File: config.mk
export PLATFORM = sky130hd
export DESIGN_NAME = pi_loop_ctrl
export DESIGN_NICKNAME = d
export VERILOG_FILES = /design/src/rtl/pi_loop_pkg.sv /design/src/rtl/pi_loop_ctl.sv /design/src/rtl/pi_loop_dp.sv /design/src/rtl/pi_loop_ctrl.sv
export SDC_FILE = /design/constraint.sdc
export NUM_CORES = 2
export LEC_CHECK = 0
export ABC_AREA = 1
export ABC_CLOCK_PERIOD_IN_PS = 15800
export BUFFER_PORTS_ARGS = -buffer_cell sky130_fd_sc_hd__buf_2
export CAP_MARGIN = 20
export CORE_MARGIN = 2
export CORE_UTILIZATION = 50
export DETAILED_ROUTE_END_ITERATION = 10
export PLACE_DENSITY = 0.7
export SYNTH_ARGS = -nofsm -noshare
export SYNTH_HDL_FRONTEND = slang
export SYNTH_HIERARCHICAL = 1
export SYNTH_SLANG_ARGS = --single-unit
File: constraint.sdc
create_clock -name clk -period 15.8 [get_ports clk]
set_clock_uncertainty 0.1 [all_clocks]
set_input_delay 3.16 -clock clk [delete_from_list [all_inputs] [get_ports clk]]
set_output_delay 3.16 -clock clk [all_outputs]
set_load 0.01 [all_outputs]
File: src/rtl/pi_loop_pkg.sv
package pi_loop_pkg;
  localparam int DEF_DATA_W  = 48;
  localparam int DEF_SHIFT_W = 4;

  typedef struct packed {
    logic takeSample;
    logic stepUp;
    logic stepDn;
    logic clrInt;
    logic clrMirror;
  } loop_stb_t;
endpackage

File: src/rtl/pi_loop_ctl.sv
module pi_loop_ctl
  import pi_loop_pkg::*;
(
  input  logic      clk,
  input  logic      rst,
  input  logic      sampleValid,
  input  logic      modValid,
  input  logic      modUp,
  input  logic      intEnable,
  input  logic      mirrorEnable,
  output loop_stb_t stb,
  output logic      ctrlValid
);
  always_comb begin
    stb.takeSample = sampleValid;
    stb.stepUp     = modValid & modUp;
    stb.stepDn     = modValid & ~modUp;
    stb.clrInt     = ~intEnable;
    stb.clrMirror  = ~mirrorEnable;
  end

  always_ff @(posedge clk) begin
    if (rst) ctrlValid <= 1'b0;
    else     ctrlValid <= sampleValid;
  end
endmodule

File: src/rtl/pi_loop_dp.sv
module pi_loop_dp
  import pi_loop_pkg::*;
#(
  parameter int DATA_W  = DEF_DATA_W,
  parameter int SHIFT_W = DEF_SHIFT_W
) (
  input  logic                      clk,
  input  logic                      rst,
  input  loop_stb_t                 stb,
  input  logic signed [DATA_W-1:0]  phaseIn,
  input  logic        [SHIFT_W-1:0] propShift,
  input  logic        [SHIFT_W-1:0] intShift,
  input  logic signed [DATA_W-1:0]  plantGain,
  input  logic signed [DATA_W-1:0]  mirrorGain,
  output logic signed [DATA_W-1:0]  ctrlOut
);
  localparam int WW = DATA_W + 2;
  localparam logic signed [WW-1:0] HI = {3'b000, {(DATA_W-1){1'b1}}};
  localparam logic signed [WW-1:0] LO = {3'b111, {(DATA_W-1){1'b0}}};

  function automatic logic signed [WW-1:0] widen(input logic signed [DATA_W-1:0] x);
    return {{2{x[DATA_W-1]}}, x};
  endfunction

  function automatic logic signed [DATA_W-1:0] clamp(input logic signed [WW-1:0] v);
    if (v > HI)      return HI[DATA_W-1:0];
    else if (v < LO) return LO[DATA_W-1:0];
    else             return v[DATA_W-1:0];
  endfunction

  logic signed [DATA_W-1:0] plantAcc, mirrorAcc, intAcc;
  logic signed [DATA_W-1:0] err, propTerm, intTerm, intNext, intUse, ctrlNext;
  logic signed [DATA_W-1:0] plantUp, plantDn, mirrorUp, mirrorDn;

  always_comb begin
    err      = clamp(widen(phaseIn) - (widen(plantAcc) + widen(mirrorAcc)));
    propTerm = err >>> propShift;
    intTerm  = err >>> intShift;
    intNext  = clamp(widen(intAcc) + widen(intTerm));
    intUse   = stb.clrInt ? '0 : intNext;
    ctrlNext = clamp(widen(propTerm) + widen(intUse));
    plantUp  = clamp(widen(plantAcc) + widen(plantGain));
    plantDn  = clamp(widen(plantAcc) - widen(plantGain));
    mirrorUp = clamp(widen(mirrorAcc) + widen(mirrorGain));
    mirrorDn = clamp(widen(mirrorAcc) - widen(mirrorGain));
  end

  always_ff @(posedge clk) begin
    if (rst) begin
      plantAcc  <= '0;
      mirrorAcc <= '0;
      intAcc    <= '0;
      ctrlOut   <= '0;
    end else begin
      if (stb.takeSample) ctrlOut <= ctrlNext;

      if (stb.clrInt)          intAcc <= '0;
      else if (stb.takeSample) intAcc <= intNext;

      if (stb.stepUp)      plantAcc <= plantUp;
      else if (stb.stepDn) plantAcc <= plantDn;

      if (stb.clrMirror)   mirrorAcc <= '0;
      else if (stb.stepUp) mirrorAcc <= mirrorUp;
      else if (stb.stepDn) mirrorAcc <= mirrorDn;
    end
  end
endmodule

File: src/rtl/pi_loop_ctrl.sv
module pi_loop_ctrl
  import pi_loop_pkg::*;
#(
  parameter int DATA_W  = DEF_DATA_W,
  parameter int SHIFT_W = DEF_SHIFT_W
) (
  input  logic                      clk,
  input  logic                      rst,
  input  logic                      sampleValid,
  input  logic signed [DATA_W-1:0]  phaseIn,
  input  logic                      modValid,
  input  logic                      modUp,
  input  logic        [SHIFT_W-1:0] propShift,
  input  logic        [SHIFT_W-1:0] intShift,
  input  logic                      intEnable,
  input  logic                      mirrorEnable,
  input  logic signed [DATA_W-1:0]  plantGain,
  input  logic signed [DATA_W-1:0]  mirrorGain,
  output logic signed [DATA_W-1:0]  ctrlOut,
  output logic                      ctrlValid
);
  loop_stb_t stb;

  pi_loop_ctl uCtl (
    .clk(clk), .rst(rst), .sampleValid(sampleValid), .modValid(modValid),
    .modUp(modUp), .intEnable(intEnable), .mirrorEnable(mirrorEnable),
    .stb(stb), .ctrlValid(ctrlValid)
  );

  pi_loop_dp #(.DATA_W(DATA_W), .SHIFT_W(SHIFT_W)) uDp (
    .clk(clk), .rst(rst), .stb(stb), .phaseIn(phaseIn),
    .propShift(propShift), .intShift(intShift),
    .plantGain(plantGain), .mirrorGain(mirrorGain), .ctrlOut(ctrlOut)
  );
endmodule

==> impl_metrics.toml <==
[floorplan]
die_h_um = 282.8
dieArea_um2 = 80000
rows = 102
die_w_um = 282.8
initial_utilization = 0.5035
ios = 208
coreArea_um2 = 77210

[logic_synthesis]
synth.top_cell.area_share = 0.1815
synth_xor_area_frac = 0.06128
synth_area_um2 = 38880
synth_top_family_by_area = "simple AND/OR/NAND/NOR gates"
muxShareOfSynthArea = 0
synthFlopType = "dfxtp_1"
syn_nets = 7618
synth_area_leader_cell = "nand2_1"
yosys.area_share.simple = 0.4089
synth.most_common_cell = "nand2_1"
synth_fa_ha_area_frac = 0.1369
yosysWarnings = 6
avgSynthCellArea_um2 = 5.502
ys_types = 56
synthCells = 7066
ys_seq_elements = 193
synth_compound_gate_area_share = 0.1595
seq_area_frac_synth = 0.09938
synth_area_leaders = "nand2_1 (18%), nand3_1 (12%), ha_1 (11%), dfxtp_1 (9.9%), inv_1 (9.1%)"
synth_edf_count = 0
synthArstFlopShare = 0
netlist_top_cells_count = "nand2_1 (1880), nand3_1 (960), inv_1 (947)"

[clocking]
cts.clk_slew.worst_paths_ns = 0.09
insertion_delay_ns = 0.55
cts_buffer_depth = 2
post_cts_buffers = 0
clock_sinks = 193
cts-root-buf = "clkbuf_16"
cts-buffers-inserted = 17
cts_tree = "built"
cts_resized = 0
cts-hold-fix-buffers = 0
htreeDepth = 4

[route]
routed_via_density = 5.837
drt_drc_violations_left = 0
wl_mm = 169.8
drt-wirelength-per-cell_um = 21.01
first_pass_iters = 9
drt_iter0_drc = 6478
vias = 47186
ant_nets = 0

[timing]
worstMarginPinSlew_ns = 1.092
final-hold-violation-count = 0
holdWs_ns = 0.4284
slew_violations = 0
post-route-min-period_ns = 13.85
rsz0062_at_grt = "no"
slew_headroom = 0.2694
setup_tns_ns = 0
setup_violations = 0
max_clock_freq_mhz = 72.23
post-route-period-util = 0.8763

[power]
power.leakage_nw = 21.53
p_per_area_nw_per_um2 = 182.1
ir_worst_vdd_uv = 166.3

[global_routing]
grt-ovfl-total = 0
antenna_found_initial = 4
grt_start_max_net_pins = 97
grt_pass1_wl_mm = 252.4
grtUsageTotal = 0.4137
grt_pass1_vias = 42921

[finish]
layout.nets = 7581
post-route-util = 0.5252
synthToLayoutAreaGrowth_pct = 4.300
drive_gt1_frac = 0.05425
post-route-cell-area_um2 = 40550

[place]
place_area_um2 = 39950
io_buffers = 207
gp_congestion = 1.041
dp_hpwl_mm = 137.6

[critical_path]
worst-path-buf-inv = 7
cp_max_fo = 96
reg2reg_depth = 44
crit_arrival_ns = 14.11
reg2reg_from = "uDp/mirrorAcc[43]"
start_kind = "primary input"
required_ns = 16.06
endpoint_kind = "register"
crit_start = "phaseIn[0]"
cp_top_family = "simple AND/OR/NAND/NOR gates"
crit_cells = 50
max_stage_delay_ns = 0.82
cp_common_cell = "nand2_1"
cpMaxStageDelayCell = "buf_4"
critPathKind = "primary input to register"

[worst_hold_path]
hold_class = "register to register"
min_from = "uDp/ctrlOut[1]"
holdPathStages = 2

[outcome]
outcome = "complete, no violations"

[flow_run]
drv_cap = 0
[cells in the final DEF, fill, tap and decap left out, types with 5 or more instances in the layout]
| master | netlist | routed |
|---|---|---|
| inv_1 | 947 | 945 |
| buf_2 | 106 | 206 |
| o211ai_1 | 7 | 7 |
| a21boi_2 | 5 | 5 |
| inv_2 | 24 | 27 |
| nand3_2 | 5 | 5 |
| a211oi_1 | 15 | 15 |
| a21o_1 | 17 | 17 |
| dfxtp_1 | 193 | 193 |
| nor2_2 | 11 | 11 |
| buf_4 | 17 | 37 |
| xor2_1 | 227 | 227 |
| a31oi_1 | 40 | 40 |
| nor2_1 | 745 | 743 |
| a21boi_0 | 13 | 13 |
| nor4_1 | 22 | 22 |
| o21ai_2 | 7 | 7 |
| nand3_1 | 960 | 960 |
| o21a_1 | 29 | 29 |
| o21bai_1 | 35 | 35 |
| fa_1 | 54 | 54 |
| clkbuf_16 | 0 | 17 |
| xnor2_1 | 45 | 45 |
| nand2_2 | 30 | 30 |
| a21oi_1 | 581 | 581 |
| nand2_1 | 1880 | 1880 |
| nand3b_1 | 6 | 6 |
| ha_1 | 339 | 339 |
| nor3_1 | 71 | 71 |
| o21ai_0 | 345 | 345 |
| nand4_1 | 33 | 33 |
| or2_2 | 6 | 6 |
| o21ai_1 | 33 | 33 |
[through the flow]
| step | setup slack [ns] | total power (W) | std cells |
|---|---|---|---|
| 6_report | 1.955 | 0.007385 | 8084 |
| 5_1_grt | 1.043 | 0.007896 | 8083 |
| 4_1_cts | 2.359 | 0.007091 | 8081 |
| 3_5_place_dp | 1.783 | 0.006585 | 8049 |
| 3_3_place_gp | 1.807 | 0.006606 | 8049 |
| 2_1_floorplan | 5.020 | 0.004798 | 7066 |
[worst register-to-register path, delay by kind of cell, from the launching register on]
family                   cells  cell delay, ns
AND/OR/NAND/NOR             25            4.89
adder cells (fa/ha/maj)      4            1.69
buffers and inverters        6            1.95
XOR/XNOR                     1            0.31
AO/OA/AOI/OAI                8            2.05
flip-flops                   1            0.49
[logic make-up after synthesis]
logic type / Yosys count
compound gates: 1146
xor+xnor: 272
fa+ha+maj: 393
buf+inv: 1276
flops: 193
simple gates: 3786
[worst paths after layout]
path,slack (ns),end
hold reg to reg,0.43,uDp/ctrlOut[1]
setup reg to reg,4.10,uDp/ctrlOut[29]
setup / recovery,1.95,uDp/ctrlOut[29]
hold / removal,0.43,uDp/ctrlOut[1]
[sequential cells by signal, summed over array words and instances (netlist names)]
register / flops
uCtl/ctrlValid: 1
uDp/ctrlOut: 48
uDp/intAcc: 48
uDp/mirrorAcc: 48
uDp/plantAcc: 48
[area by class of cell]
class,instances,area (µm²)
Inverter,976,3666
Clock inverter,14,140.1
Sequential cell,193,3864
Clock buffer,18,429.2
Timing Repair Buffer,244,1329
Multi-Input combinational cell,5597,29810
Fill cell,8523,36660
Tap cell,1040,1301
Antenna cell,2,5.005
[power breakdown]
group          switching (W)  leakage, nW  internal (W)
Combinational        0.00445         19.7       0.00175
Sequential          0.000112         1.59      0.000588
Clock               0.000269        0.271      0.000209
[metal layers]
metal  global-route usage  wire [µm]  vias up
li1                     -          -    22661
met1               0.5960      74620    21510
met2               0.5809      66990     2674
met3               0.1034      21230      333
met4               0.1643       6855        8
met5             0.006105        138        -
No activity file was read; power rests on OpenSTA's default activity.
